===== config.mk =====
export PLATFORM = sky130hd
export DESIGN_NAME = bcd_rtc_regs
export DESIGN_NICKNAME = d
export VERILOG_FILES = /design/src/rtl/bcd_rtc_pkg.sv /design/src/rtl/bcd_wrap_counter.sv /design/src/rtl/bcd_month_len.sv /design/src/rtl/bcd_field_writer.sv /design/src/rtl/bcd_rtc_regs.sv
export SDC_FILE = /design/constraint.sdc
export NUM_CORES = 1
export LEC_CHECK = 0
export ABC_CLOCK_PERIOD_IN_PS = 4300
export BUFFER_PORTS_ARGS = -buffer_cell sky130_fd_sc_hd__buf_4
export CORE_MARGIN = 8
export CORE_UTILIZATION = 30
export DETAILED_ROUTE_END_ITERATION = 8
export HOLD_SLACK_MARGIN = 0.06
export SYNTH_ARGS = -nofsm -noshare
export SYNTH_HDL_FRONTEND = slang
export SYNTH_SLANG_ARGS = --single-unit
export TNS_END_PERCENT = 30

===== constraint.sdc =====
create_clock -name clk -period 4.3 [get_ports clk]
set_input_delay 1.075 -clock clk [delete_from_list [all_inputs] [get_ports clk]]
set_output_delay 1.075 -clock clk [all_outputs]
set_load 0.03 [all_outputs]

===== src/rtl/bcd_rtc_pkg.sv =====
package bcd_rtc_pkg;

  localparam int NUM_CNT  = 6;
  localparam int IDX_SEC  = 0;
  localparam int IDX_MIN  = 1;
  localparam int IDX_HOUR = 2;
  localparam int IDX_DATE = 3;
  localparam int IDX_MON  = 4;
  localparam int IDX_YEAR = 5;

  localparam logic [7:0] CNT_MIN [NUM_CNT] = '{8'h00, 8'h00, 8'h00, 8'h01, 8'h01, 8'h00};

  typedef enum logic [2:0] {
    RA_SEC  = 3'd0,
    RA_MIN  = 3'd1,
    RA_HOUR = 3'd2,
    RA_WDAY = 3'd3,
    RA_DATE = 3'd4,
    RA_MON  = 3'd5,
    RA_YEAR = 3'd6,
    RA_NONE = 3'd7
  } rtc_addr_e;

  function automatic logic [7:0] bcd_inc(input logic [7:0] v);
    if (v[3:0] >= 4'd9) return {v[7:4] + 4'd1, 4'd0};
    return {v[7:4], v[3:0] + 4'd1};
  endfunction

  function automatic logic bcd_in_range(input logic [7:0] v, input logic [7:0] lo,
                                        input logic [7:0] hi);
    return (v[3:0] <= 4'd9) && (v[7:4] <= 4'd9) && (v >= lo) && (v <= hi);
  endfunction

endpackage


===== src/rtl/bcd_wrap_counter.sv =====
module bcd_wrap_counter #(
  parameter logic [7:0] MIN_BCD = 8'h00
) (
  input  logic       clk,
  input  logic       rst_n,
  input  logic       inc,
  input  logic       ld,
  input  logic [7:0] ld_val,
  input  logic [7:0] max_bcd,
  output logic [7:0] q,
  output logic       at_max
);
  import bcd_rtc_pkg::*;

  assign at_max = (q >= max_bcd);

  always_ff @(posedge clk) begin
    if (!rst_n)      q <= MIN_BCD;
    else if (ld)     q <= ld_val;
    else if (inc)    q <= at_max ? MIN_BCD : bcd_inc(q);
  end

  AST_CNT_WRAP: assert property (@(posedge clk) disable iff (!rst_n)
    inc && at_max && !ld |=> q == MIN_BCD);
  AST_CNT_HOLD: assert property (@(posedge clk) disable iff (!rst_n)
    !inc && !ld |=> $stable(q));
  AST_CNT_STEP: assert property (@(posedge clk) disable iff (!rst_n)
    inc && !ld |=> q != $past(q));

endmodule


===== src/rtl/bcd_month_len.sv =====
module bcd_month_len #(
  parameter int YEAR_BASE = 1900
) (
  input  logic [7:0] month_bcd,
  input  logic [7:0] year_bcd,
  output logic [7:0] days_bcd
);
  localparam logic [1:0] BASE_MOD4 = 2'(YEAR_BASE % 4);

  logic [6:0] year_bin;
  logic [1:0] cal_mod4;
  logic       leap;

  always_comb begin
    year_bin = 7'(year_bcd[7:4]) * 7'd10 + 7'(year_bcd[3:0]);
    cal_mod4 = year_bin[1:0] + BASE_MOD4;
    leap     = (cal_mod4 == 2'd0);
    case (month_bcd)
      8'h02:                      days_bcd = leap ? 8'h29 : 8'h28;
      8'h04, 8'h06, 8'h09, 8'h11: days_bcd = 8'h30;
      default:                    days_bcd = 8'h31;
    endcase
  end

endmodule


===== src/rtl/bcd_field_writer.sv =====
module bcd_field_writer
  import bcd_rtc_pkg::*;
(
  input  logic               clk,
  input  logic               rst_n,
  input  logic               wr_en,
  input  logic [2:0]         wr_addr,
  input  logic [7:0]         wr_data,
  output logic [NUM_CNT-1:0] cnt_ld,
  output logic [7:0]         ld_val,
  output logic               wday_ld,
  output logic               halt_wr,
  output logic               cent_wr
);

  always_comb begin
    cnt_ld  = '0;
    ld_val  = '0;
    wday_ld = 1'b0;
    halt_wr = 1'b0;
    cent_wr = 1'b0;
    if (wr_en) begin
      case (wr_addr)
        RA_SEC: begin
          halt_wr         = 1'b1;
          ld_val          = {1'b0, wr_data[6:0]};
          cnt_ld[IDX_SEC] = bcd_in_range(ld_val, 8'h00, 8'h59);
        end
        RA_MIN: begin
          ld_val          = {1'b0, wr_data[6:0]};
          cnt_ld[IDX_MIN] = bcd_in_range(ld_val, 8'h00, 8'h59);
        end
        RA_HOUR: begin
          ld_val           = {2'b00, wr_data[5:0]};
          cnt_ld[IDX_HOUR] = bcd_in_range(ld_val, 8'h00, 8'h23);
        end
        RA_WDAY: begin
          cent_wr = 1'b1;
          ld_val  = {5'd0, wr_data[2:0]};
          wday_ld = (wr_data[2:0] != 3'd0);
        end
        RA_DATE: begin
          ld_val           = {2'b00, wr_data[5:0]};
          cnt_ld[IDX_DATE] = bcd_in_range(ld_val, 8'h01, 8'h31);
        end
        RA_MON: begin
          ld_val          = {3'b000, wr_data[4:0]};
          cnt_ld[IDX_MON] = bcd_in_range(ld_val, 8'h01, 8'h12);
        end
        RA_YEAR: begin
          ld_val           = wr_data;
          cnt_ld[IDX_YEAR] = bcd_in_range(ld_val, 8'h00, 8'h99);
        end
        default: ;
      endcase
    end
  end

  AST_ONE_FIELD: assert property (@(posedge clk) disable iff (!rst_n)
    $onehot0({cnt_ld, wday_ld}));
  AST_NO_WR_IDLE: assert property (@(posedge clk) disable iff (!rst_n)
    !wr_en |-> (cnt_ld == '0) && !wday_ld && !halt_wr && !cent_wr);

endmodule


===== src/rtl/bcd_rtc_regs.sv =====
module bcd_rtc_regs
  import bcd_rtc_pkg::*;
#(
  parameter int YEAR_BASE = 1900
) (
  input  logic       clk,
  input  logic       rst_n,
  input  logic       tick_1hz,
  input  logic       wr_en,
  input  logic [2:0] wr_addr,
  input  logic [7:0] wr_data,
  input  logic [2:0] rd_addr,
  output logic [7:0] rd_data
);

  logic [7:0]         cnt_q   [NUM_CNT];
  logic [7:0]         cnt_max [NUM_CNT];
  logic [NUM_CNT-1:0] cnt_at_max;
  logic [NUM_CNT-1:0] cnt_inc;
  logic [NUM_CNT-1:0] cnt_ld;
  logic [7:0]         ld_val;
  logic [7:0]         days_bcd;
  logic               wday_ld, halt_wr, cent_wr;
  logic               halt_q, cent_q;
  logic [2:0]         wday_q;
  logic               day_carry;

  bcd_field_writer u_writer (
    .clk(clk), .rst_n(rst_n), .wr_en(wr_en), .wr_addr(wr_addr), .wr_data(wr_data),
    .cnt_ld(cnt_ld), .ld_val(ld_val), .wday_ld(wday_ld),
    .halt_wr(halt_wr), .cent_wr(cent_wr)
  );

  bcd_month_len #(.YEAR_BASE(YEAR_BASE)) u_mlen (
    .month_bcd(cnt_q[IDX_MON]), .year_bcd(cnt_q[IDX_YEAR]), .days_bcd(days_bcd)
  );

  always_comb begin
    cnt_max[IDX_SEC]  = 8'h59;
    cnt_max[IDX_MIN]  = 8'h59;
    cnt_max[IDX_HOUR] = 8'h23;
    cnt_max[IDX_DATE] = days_bcd;
    cnt_max[IDX_MON]  = 8'h12;
    cnt_max[IDX_YEAR] = 8'h99;
  end

  // carry chain: any write in the cycle drops the tick
  always_comb begin
    cnt_inc[0] = tick_1hz && !halt_q && !wr_en;
    for (int i = 1; i < NUM_CNT; i++) cnt_inc[i] = cnt_inc[i-1] && cnt_at_max[i-1];
  end
  assign day_carry = cnt_inc[IDX_DATE];

  for (genvar gi = 0; gi < NUM_CNT; gi++) begin : g_cnt
    bcd_wrap_counter #(.MIN_BCD(CNT_MIN[gi])) u_cnt (
      .clk(clk), .rst_n(rst_n), .inc(cnt_inc[gi]), .ld(cnt_ld[gi]), .ld_val(ld_val),
      .max_bcd(cnt_max[gi]), .q(cnt_q[gi]), .at_max(cnt_at_max[gi])
    );
  end

  always_ff @(posedge clk) begin
    if (!rst_n) begin
      halt_q <= 1'b0;
      cent_q <= 1'b0;
      wday_q <= 3'd1;
    end else begin
      if (halt_wr) halt_q <= wr_data[7];
      if (cent_wr) cent_q <= wr_data[6];
      if (wday_ld)        wday_q <= ld_val[2:0];
      else if (day_carry) wday_q <= (wday_q == 3'd7) ? 3'd1 : wday_q + 3'd1;
    end
  end

  always_comb begin
    case (rd_addr)
      RA_SEC:  rd_data = {halt_q, cnt_q[IDX_SEC][6:0]};
      RA_MIN:  rd_data = {1'b0, cnt_q[IDX_MIN][6:0]};
      RA_HOUR: rd_data = {2'b00, cnt_q[IDX_HOUR][5:0]};
      RA_WDAY: rd_data = {1'b0, cent_q, 3'b000, wday_q};
      RA_DATE: rd_data = {2'b00, cnt_q[IDX_DATE][5:0]};
      RA_MON:  rd_data = {3'b000, cnt_q[IDX_MON][4:0]};
      RA_YEAR: rd_data = cnt_q[IDX_YEAR];
      default: rd_data = 8'h00;
    endcase
  end

  AST_HALT_FREEZE: assert property (@(posedge clk) disable iff (!rst_n)
    halt_q && !wr_en |=> $stable(cnt_q[IDX_SEC]) && $stable(wday_q));
  AST_WDAY_RANGE: assert property (@(posedge clk) disable iff (!rst_n)
    wday_q != 3'd0);
  AST_WDAY_WRAP: assert property (@(posedge clk) disable iff (!rst_n)
    day_carry && !wday_ld && wday_q == 3'd7 |=> wday_q == 3'd1);
  AST_TICK_DROP: assert property (@(posedge clk) disable iff (!rst_n)
    wr_en && tick_1hz && wr_addr != RA_SEC |=> $stable(cnt_q[IDX_SEC]));
  AST_MON_REJECT: assert property (@(posedge clk) disable iff (!rst_n)
    wr_en && wr_addr == RA_MON && wr_data[4:0] == 5'h13 |=> $stable(cnt_q[IDX_MON]));
  AST_DATE_WRAP: assert property (@(posedge clk) disable iff (!rst_n)
    day_carry && !cnt_ld[IDX_DATE] && cnt_q[IDX_DATE] >= days_bcd |=> cnt_q[IDX_DATE] == 8'h01);

endmodule


==> impl_summary.txt, run 1 <==
----------------------------------------------------
[Outcome]
  Status ... finished clean

[Global routing]
  Total Routing Usage GR ... between 10% and 20%
  Overflow after GRT ... 0
  First-pass GRT wire length ... about 21 mm
  GR Layer Usage met2 ... between 20% and 30%
  Antenna violations before repair ... 0
  Maximum number of pins on one net before global-route repair ... 39
  Met3 Track Usage GR ... under 10%
  Met1 routing resource usage after global routing ... 18.7%
  Grt peak-use layer ... met2
  Number of global-route vias before repair ... between 3000 and 4000

[Clocking]
  Number of gates given a new drive strength after cts ... 0
  Clock tree from TritonCTS ... built
  Clock buffer depth ... 2
  Worst skew pair latency ... roughly 0.30 ns
  Buffers inserted during post-CTS setup optimization ... 0
  Number of buffers added by the clock tree synthesis step ... 5
  Hold-fix buffers, CTS ... 0
  Clock-pin slew on the worst setup and hold paths ... 0.07 ns
  Clock tree root buffer cell ... sky130_fd_sc_hd__clkbuf_16
  Deepest level of the CTS H-tree ... 2
  Sink Count ... between 50 and 60

[Critical path]
  CP Class ... register to register
  Maximum fanout encountered on the critical timing path ... 11
  Required time of the critical path ... roughly 4.5 ns
  Crit path capture type ... register
  Data arrival time of the critical path ... approximately 4.0 ns
  Crit start category ... register

[Synthesis]
  Number of nets produced by synthesis ... around 600
  Area of the mapped netlist ... approximately 4200 um^2
  Ys async rst share ... 0%
  Number of synthesized flops with an enable pin ... 0
  Most area-consuming cells after synthesis ... sky130_fd_sc_hd__dfxtp_1 (25%), sky130_fd_sc_hd__ha_1 (11%), sky130_fd_sc_hd__o21ai_0 (4.5%)
  Syn avg cell area ... approximately 7.8 um^2
  Number of instances in the synthesized netlist ... between 500 and 600
  Number of register bits inferred by synthesis ... 53
  Yosys cell types ... 66
  Sequential element share of the synthesized area ... ~25%
  Post-synthesis cell type with the largest combined area ... sky130_fd_sc_hd__dfxtp_1
  Yosys synthesis warning count ... 0
  Share of the synthesized area in the top cell type ... between 20% and 30%
  Leading register cell type out of synthesis ... sky130_fd_sc_hd__dfxtp_1

[Timing]
  Ratio of final minimum period to clock period ... between 80 and 90%
  Slew at the pin with the worst max-slew slack ... between 1 and 1.5 ns
  Final critical path time including I/O delays and setup ... around 3.7 ns
  Number of hold-slack violations in the final timing report ... 0
  RSZ-0062 raised after global routing ... false
  Final number of max-transition violations ... 0
  Layout Skew ... about 0.0067 ns
  Maximum operating frequency ... 268 MHz
  Relative slew slack ... 32.9%
  Aggregate negative setup slack ... 0 ns
  Final Setup Violations ... 0

[Drt]
  Post-detailed-routing wire length ... around 13 mm
  Number of iterations in the first detailed-routing pass ... 5
  DR WL/cell ... 18.1 um
  Via density per instance ... between 5 and 6
  DRC ... 0
  Violation count after the first detailed-routing iteration ... 397
  Post-DRT Antenna Nets ... 0
  Routed via count ... 4204

[Floorplanning]
  Number of standard-cell rows in the floorplan ... 43
  Overall die area ... roughly 18000 um^2
  Boundary pin count ... 26
  Die H ... around 130 um
  Die W ... roughly 130 um
  Starting density of the core ... a little under a third
  Core footprint ... 13800 um^2

[Min path]
  Hold/Removal Path Class ... register to register

[Power and ir drop]
  Standby leakage power ... around 1.8 nW
  Total power per unit cell area ... between 200 and 250 nW/um^2
  Worst-case vdd ir drop ... approximately 0.13 mV

[Placed design]
  Cell Count Post-Placement ... between 700 and 800
  HPWL reported at the end of detailed placement ... 9.69 mm
  Buffers added on ports ... 25
  Last weighted congestion value of the routability-driven placer ... roughly 0.84

[Cells and area]
  Cell Count, Final, Fillers Out ... between 700 and 800
  Area growth, synth to finish ... 10.4%
  Final nets ... slightly below 600
  Fillers ... 1485
  Layout cells sized above 1 ... 9.83%
  Antenna cells ... 0

[Flow run]
  Maximum Capacitance Violations ... 0

----------------------------------------------------
==> worst max-delay path, cell delays in order, from the launching register on <==
cell and delay [ns]:
sky130_fd_sc_hd__dfxtp_1 0.46, sky130_fd_sc_hd__inv_1 0.12, sky130_fd_sc_hd__ha_1 0.24, sky130_fd_sc_hd__o211ai_1 0.18, sky130_fd_sc_hd__a21oi_1 0.09, sky130_fd_sc_hd__a31oi_1 0.14, sky130_fd_sc_hd__nor3_1 0.08, sky130_fd_sc_hd__a21oi_1 0.17
sky130_fd_sc_hd__ha_1 0.24, sky130_fd_sc_hd__or4b_1 0.49, sky130_fd_sc_hd__a221oi_2 0.30, sky130_fd_sc_hd__nand2_1 0.30, sky130_fd_sc_hd__a41oi_1 0.60, sky130_fd_sc_hd__mux2i_1 0.25
==> cells by family (layout without fill, tap and decap cells) <==
group,after synthesis,after routing,share of synthesized area [%]
xor gates and xnor gates,8,8,1.66
and+or+nand+nor,202,202,25.3
muxes,23,23,6.18
adders and majority gates,37,37,11.0
AOI/OAI and AO/OA,152,152,24.6
buffers and inverters,64,64,6.06
DFF,53,53,25.2
==> layer usage <==
layer / wire (um) / share of wire (%)
met1: 5880 / 45
met2: 5910 / 45
met3: 868 / 6.7
met4: 391 / 3.0
met5: 0 / 0
==> layout make-up <==
type                            count  area, um^2  share of cell area (%)
Clock buffer                        7         153                    3.28
Clock inverter                      1        5.00                   0.108
Inverter                           29         109                    2.34
Multi-Input combinational cell    422        2900                    62.3
Sequential cell                    53        1060                    22.8
Tap cell                          180         225                    4.84
Timing Repair Buffer               27         203                    4.36
==> cells in the mapped netlist, drive strengths merged (8+ instances only) <==
cell    instances
ha             37
dfxtp          53
mux2i          17
nand2          44
a21oi          20
inv            29
nand3          28
clkbuf         30
nor2b          11
nor2           34
a31oi          16
and3           11
nand4          13
o21ai          40
o211ai          8
a211oi         14
nor3           19
==> sequential cells by signal, summed over array words and instances, names as in the netlist <==
name	cells
halt_q	1
wday_q	3
cent_q	1
g_cnt.u_cnt.q	48
==> layout by cell type, fill, tap and decap left out, types with 4 or more instances in the layout <==
cell	n
sky130_fd_sc_hd__dfxtp_1	53
sky130_fd_sc_hd__nand2_1	44
sky130_fd_sc_hd__o21ai_0	38
sky130_fd_sc_hd__ha_1	37
sky130_fd_sc_hd__nor2_1	34
sky130_fd_sc_hd__inv_1	29
sky130_fd_sc_hd__nand3_1	28
sky130_fd_sc_hd__buf_4	27
sky130_fd_sc_hd__a21oi_1	20
sky130_fd_sc_hd__nor3_1	19
sky130_fd_sc_hd__mux2i_1	17
sky130_fd_sc_hd__a31oi_1	16
sky130_fd_sc_hd__a211oi_1	13
sky130_fd_sc_hd__nand4_1	13
sky130_fd_sc_hd__nor2b_1	11
sky130_fd_sc_hd__and3_1	11
sky130_fd_sc_hd__o211ai_1	8
sky130_fd_sc_hd__and2_1	6
sky130_fd_sc_hd__nor3b_1	6
sky130_fd_sc_hd__a21o_1	6
sky130_fd_sc_hd__xnor2_1	5
sky130_fd_sc_hd__o31ai_1	5
sky130_fd_sc_hd__a311oi_1	5
sky130_fd_sc_hd__clkbuf_16	5
sky130_fd_sc_hd__mux2_2	4
sky130_fd_sc_hd__o221ai_1	4
sky130_fd_sc_hd__o211a_1	4
sky130_fd_sc_hd__nand2b_1	4
==> power breakdown <==
group | switching [mW] | leakage (nW) | internal (mW) | total [mW]
combinational | 0.0878 | 1.33 | 0.0462 | 0.134
clock | 0.193 | 0.0799 | 0.247 | 0.440
sequential | 0.0106 | 0.428 | 0.497 | 0.508
==> worst paths after layout <==
check / from / to / slack, ns / cells after the start
setup / recovery: g_cnt[4].u_cnt.q[0] / g_cnt[5].u_cnt.q[7] / 0.57 / 13
hold / removal: g_cnt[3].u_cnt.q[7] / g_cnt[3].u_cnt.q[7] / 0.44 / 2
setup reg to reg: g_cnt[4].u_cnt.q[0] / g_cnt[5].u_cnt.q[7] / 0.57 / 13
hold reg to reg: g_cnt[3].u_cnt.q[7] / g_cnt[3].u_cnt.q[7] / 0.44 / 2
==> metrics by stage <==
| step | utilization [%] | total power [mW] | worst slack (ns) | hold slack (ns) | area (um^2) |
|---|---|---|---|---|---|
| 5_1_grt | 33.8 | 1.12 | 0.245 | 0.477 | 4650 |
| 2_1_floorplan | - | 0.602 | 0.603 | 0.410 | 4210 |
| 6_report | 33.8 | 1.08 | 0.567 | 0.437 | 4650 |
| 3_5_place_dp | 32.6 | 0.650 | 0.594 | 0.430 | 4490 |
| 3_3_place_gp | 32.6 | 0.648 | 0.742 | 0.420 | 4490 |
| 4_1_cts | 33.8 | 1.09 | 0.572 | 0.440 | 4650 |
Power figures use the tool's default switching activity.
==> run 2, diff against run 1 <==
--- a/config.mk
+++ b/config.mk
@@ -7,6 +7,7 @@
 export LEC_CHECK = 0
 export ABC_CLOCK_PERIOD_IN_PS = 4300
 export BUFFER_PORTS_ARGS = -buffer_cell sky130_fd_sc_hd__buf_4
+export CORE_ASPECT_RATIO = 1.4
 export CORE_MARGIN = 8
 export CORE_UTILIZATION = 30
 export DETAILED_ROUTE_END_ITERATION = 8
==> run 2 against run 1 <==
  * Worst setup slack worse by 0.025 ns
  * Fmax is 0.68% lower
  * First-iteration DRC count is 32% lower
  * Critical path depth stayed put
  * Design area is 0.19% higher
  * Global-route usage is 0.43 points higher
  * Largest cell class unchanged
  * Largest power group unchanged
==> impl_summary.txt, run 2 (synthesis results as in run 1) <==
----------------------------------------------------
[Outcome]
  Status ... finished clean

[Global routing]
  Overflow after GRT ... 0
  Total Routing Usage GR ... between 10 and 15%
  Antenna violations before repair ... 0
  First-pass GRT wire length ... 21.1 mm
  Maximum number of pins on one net before global-route repair ... 39
  Number of global-route vias before repair ... 4113

[Critical path]
  Maximum fanout encountered on the critical timing path ... 8
  List of cells traversed by the critical path ... inv_1 -> ha_1 -> o211ai_1 -> a21oi_1 -> a31oi_1 -> nor3_1 -> a21oi_1 -> ha_1 -> or4b_1 -> a221oi_2 -> nand2_1 -> a41oi_1 -> mux2i_1
  Largest delay contributor family on the critical path ... compound AO/OA/AOI/OAI gates
  Delay of the slowest cell on the worst path ... between 0.5 and 0.6 ns
  Crit path buf inv count ... 1
  CP Class ... register to register
  Data arrival time of the critical path ... about 4 ns
  R2R Setup Slk ... about 0.54 ns
  Required time of the critical path ... between 4 and 5 ns
  Crit path capture type ... register
  Crit start category ... register
  Worst-path cell with the longest stage delay ... sky130_fd_sc_hd__a41oi_1

[Power and ir drop]
  Clock group share of total power ... roughly 38%
  Sw frac ... ~27%
  Combinational power share ... a little over an eighth
  Standby leakage power ... 1.84 nW
  Net switching power figure ... around 0.28 mW
  Total power per unit cell area ... 222 nW/um^2
  Sequential share of power ... between 40% and 50%
  Cell Int Power ... roughly 0.75 mW
  Worst-case vdd ir drop ... about 0.13 mV

[Cells and area]
  Most common cell after layout, fill and taps aside ... sky130_fd_sc_hd__dfxtp_1
  Final nets ... between 500 and 600
  Antenna cells ... 0
  Area growth, synth to finish ... 10.6%
  Number of flip-flops in the largest register ... 48
  Layout cells sized above 1 ... between 10% and 20%
  Top library cells by usage in the layout, fill and taps aside ... sky130_fd_sc_hd__dfxtp_1 (53), sky130_fd_sc_hd__nand2_1 (44), sky130_fd_sc_hd__o21ai_0 (38)
  Fillers ... between 1000 and 1500
  Register containing the most flip-flops in the final layout ... g_cnt.u_cnt.q
  Biggest registers after layout ... g_cnt.u_cnt.q (48), wday_q (3)

[Placed design]
  HPWL reported at the end of detailed placement ... 10.2 mm
  Last weighted congestion value of the routability-driven placer ... around 0.85
  Buffers added on ports ... 25
  Worst slack after detailed placement ... between 0.6 and 0.7 ns

[Flow run]
  Maximum Capacitance Violations ... 0

[Floorplanning]
  Boundary pin count ... 26
  Die W ... approximately 120 um
  Number of standard-cell rows in the floorplan ... a little over 50
  Overall die area ... 18100 um^2
  Core footprint ... between 10000 and 15000 um^2
  Starting density of the core ... between 30% and 40%
  Die H ... 156 um

[Drt]
  Violation count after the first detailed-routing iteration ... around 270
  DRC ... 0
  Via density per instance ... around 5.8
  Post-detailed-routing wire length ... ~13 mm
  Routed via count ... 4180
  DR WL/cell ... 18.2 um
  Number of iterations in the first detailed-routing pass ... 5
  Post-DRT Antenna Nets ... 0

[Timing]
  Relative slew slack ... 30.4%
  Layout Skew ... 0.00508 ns
  Slew at the pin with the worst max-slew slack ... between 1 and 1.5 ns
  RSZ-0062 raised after global routing ... false
  Aggregate negative setup slack ... 0 ns
  Maximum operating frequency ... 266 MHz
  Setup slack of the critical path after layout ... roughly 0.54 ns
  Ratio of final minimum period to clock period ... around 87%
  Final critical path time including I/O delays and setup ... roughly 3.8 ns
  Final number of max-transition violations ... 0
  Final Setup Violations ... 0
  Number of hold-slack violations in the final timing report ... 0

[Clocking]
  Clock buffer depth ... 2
  Hold-fix buffers, CTS ... 0
  Clock tree root buffer cell ... sky130_fd_sc_hd__clkbuf_16
  Worst skew pair latency ... 0.30 ns
  Number of buffers added by the clock tree synthesis step ... 5
  Sink Count ... between 50 and 60
  Clock-pin slew on the worst setup and hold paths ... about 0.07 ns
  Number of gates given a new drive strength after cts ... 0
  Clock tree from TritonCTS ... built
  Buffers inserted during post-CTS setup optimization ... 0
  Deepest level of the CTS H-tree ... 2

[Min path]
  Hold/Removal Path Class ... register to register

----------------------------------------------------
## run 2: cell types whose count changed in the layout (fill, tap and decap cells not counted)
cell,change
sky130_fd_sc_hd__buf_4,+4
sky130_fd_sc_hd__clkbuf_8,-2
## run 2: layout make-up
cell class                      instances  area (um^2)  area share, %
Clock buffer                            5          125           2.69
Clock inverter                          1         5.00          0.107
Inverter                               29          109           2.34
Multi-Input combinational cell        422         2900           62.1
Sequential cell                        53         1060           22.8
Tap cell                              185          231           4.97
Timing Repair Buffer                   31          233           4.99
## run 2: power by group through the flow
stage	Combinational [mW]	Sequential, mW	Clock [mW]
3_3_place_gp	0.132	0.518	0
3_5_place_dp	0.133	0.519	0
4_1_cts	0.134	0.507	0.405
6_report	0.135	0.508	0.393
2_1_floorplan	0.0880	0.514	0
5_1_grt	0.147	0.508	0.419
## run 2: metal layers
metal	GRT usage, %	wire length [um]
met2	27.3	6850
met5	0	0
met3	2.05	493
met4	9.18	803
met1	15.1	5030
## run 2: stage by stage
| step | hold WS, ns | instances | total power [mW] | utilization [%] | instance area (um^2) |
|---|---|---|---|---|---|
| floorplan | 0.410 | 539 | 0.602 | - | 4210 |
| finish | 0.434 | 726 | 1.04 | 33.6 | 4660 |
| detailed placement | 0.424 | 720 | 0.652 | 32.7 | 4530 |
| global route | 0.441 | 726 | 1.07 | 33.6 | 4660 |
| global placement | 0.419 | 720 | 0.650 | 32.7 | 4530 |
| CTS | 0.437 | 726 | 1.05 | 33.6 | 4660 |
## run 2: worst reg2reg max path, delay by kind of cell, from the launching register on
family | cells | cell delay (ns)
muxes | 1 | 0.25
AOI/OAI and AO/OA | 6 | 1.49
and+or+nand+nor | 3 | 0.83
buffers and inverters | 1 | 0.13
adders and majority gates | 2 | 0.51
DFF | 1 | 0.47
## run 2: final timing paths
check | from | end | depth (start not counted)
hold / removal | g_cnt[3].u_cnt.q[7] | g_cnt[3].u_cnt.q[7] | 2
hold reg to reg | g_cnt[3].u_cnt.q[7] | g_cnt[3].u_cnt.q[7] | 2
setup / recovery | g_cnt[4].u_cnt.q[0] | g_cnt[5].u_cnt.q[5] | 13
setup reg to reg | g_cnt[4].u_cnt.q[0] | g_cnt[5].u_cnt.q[5] | 13
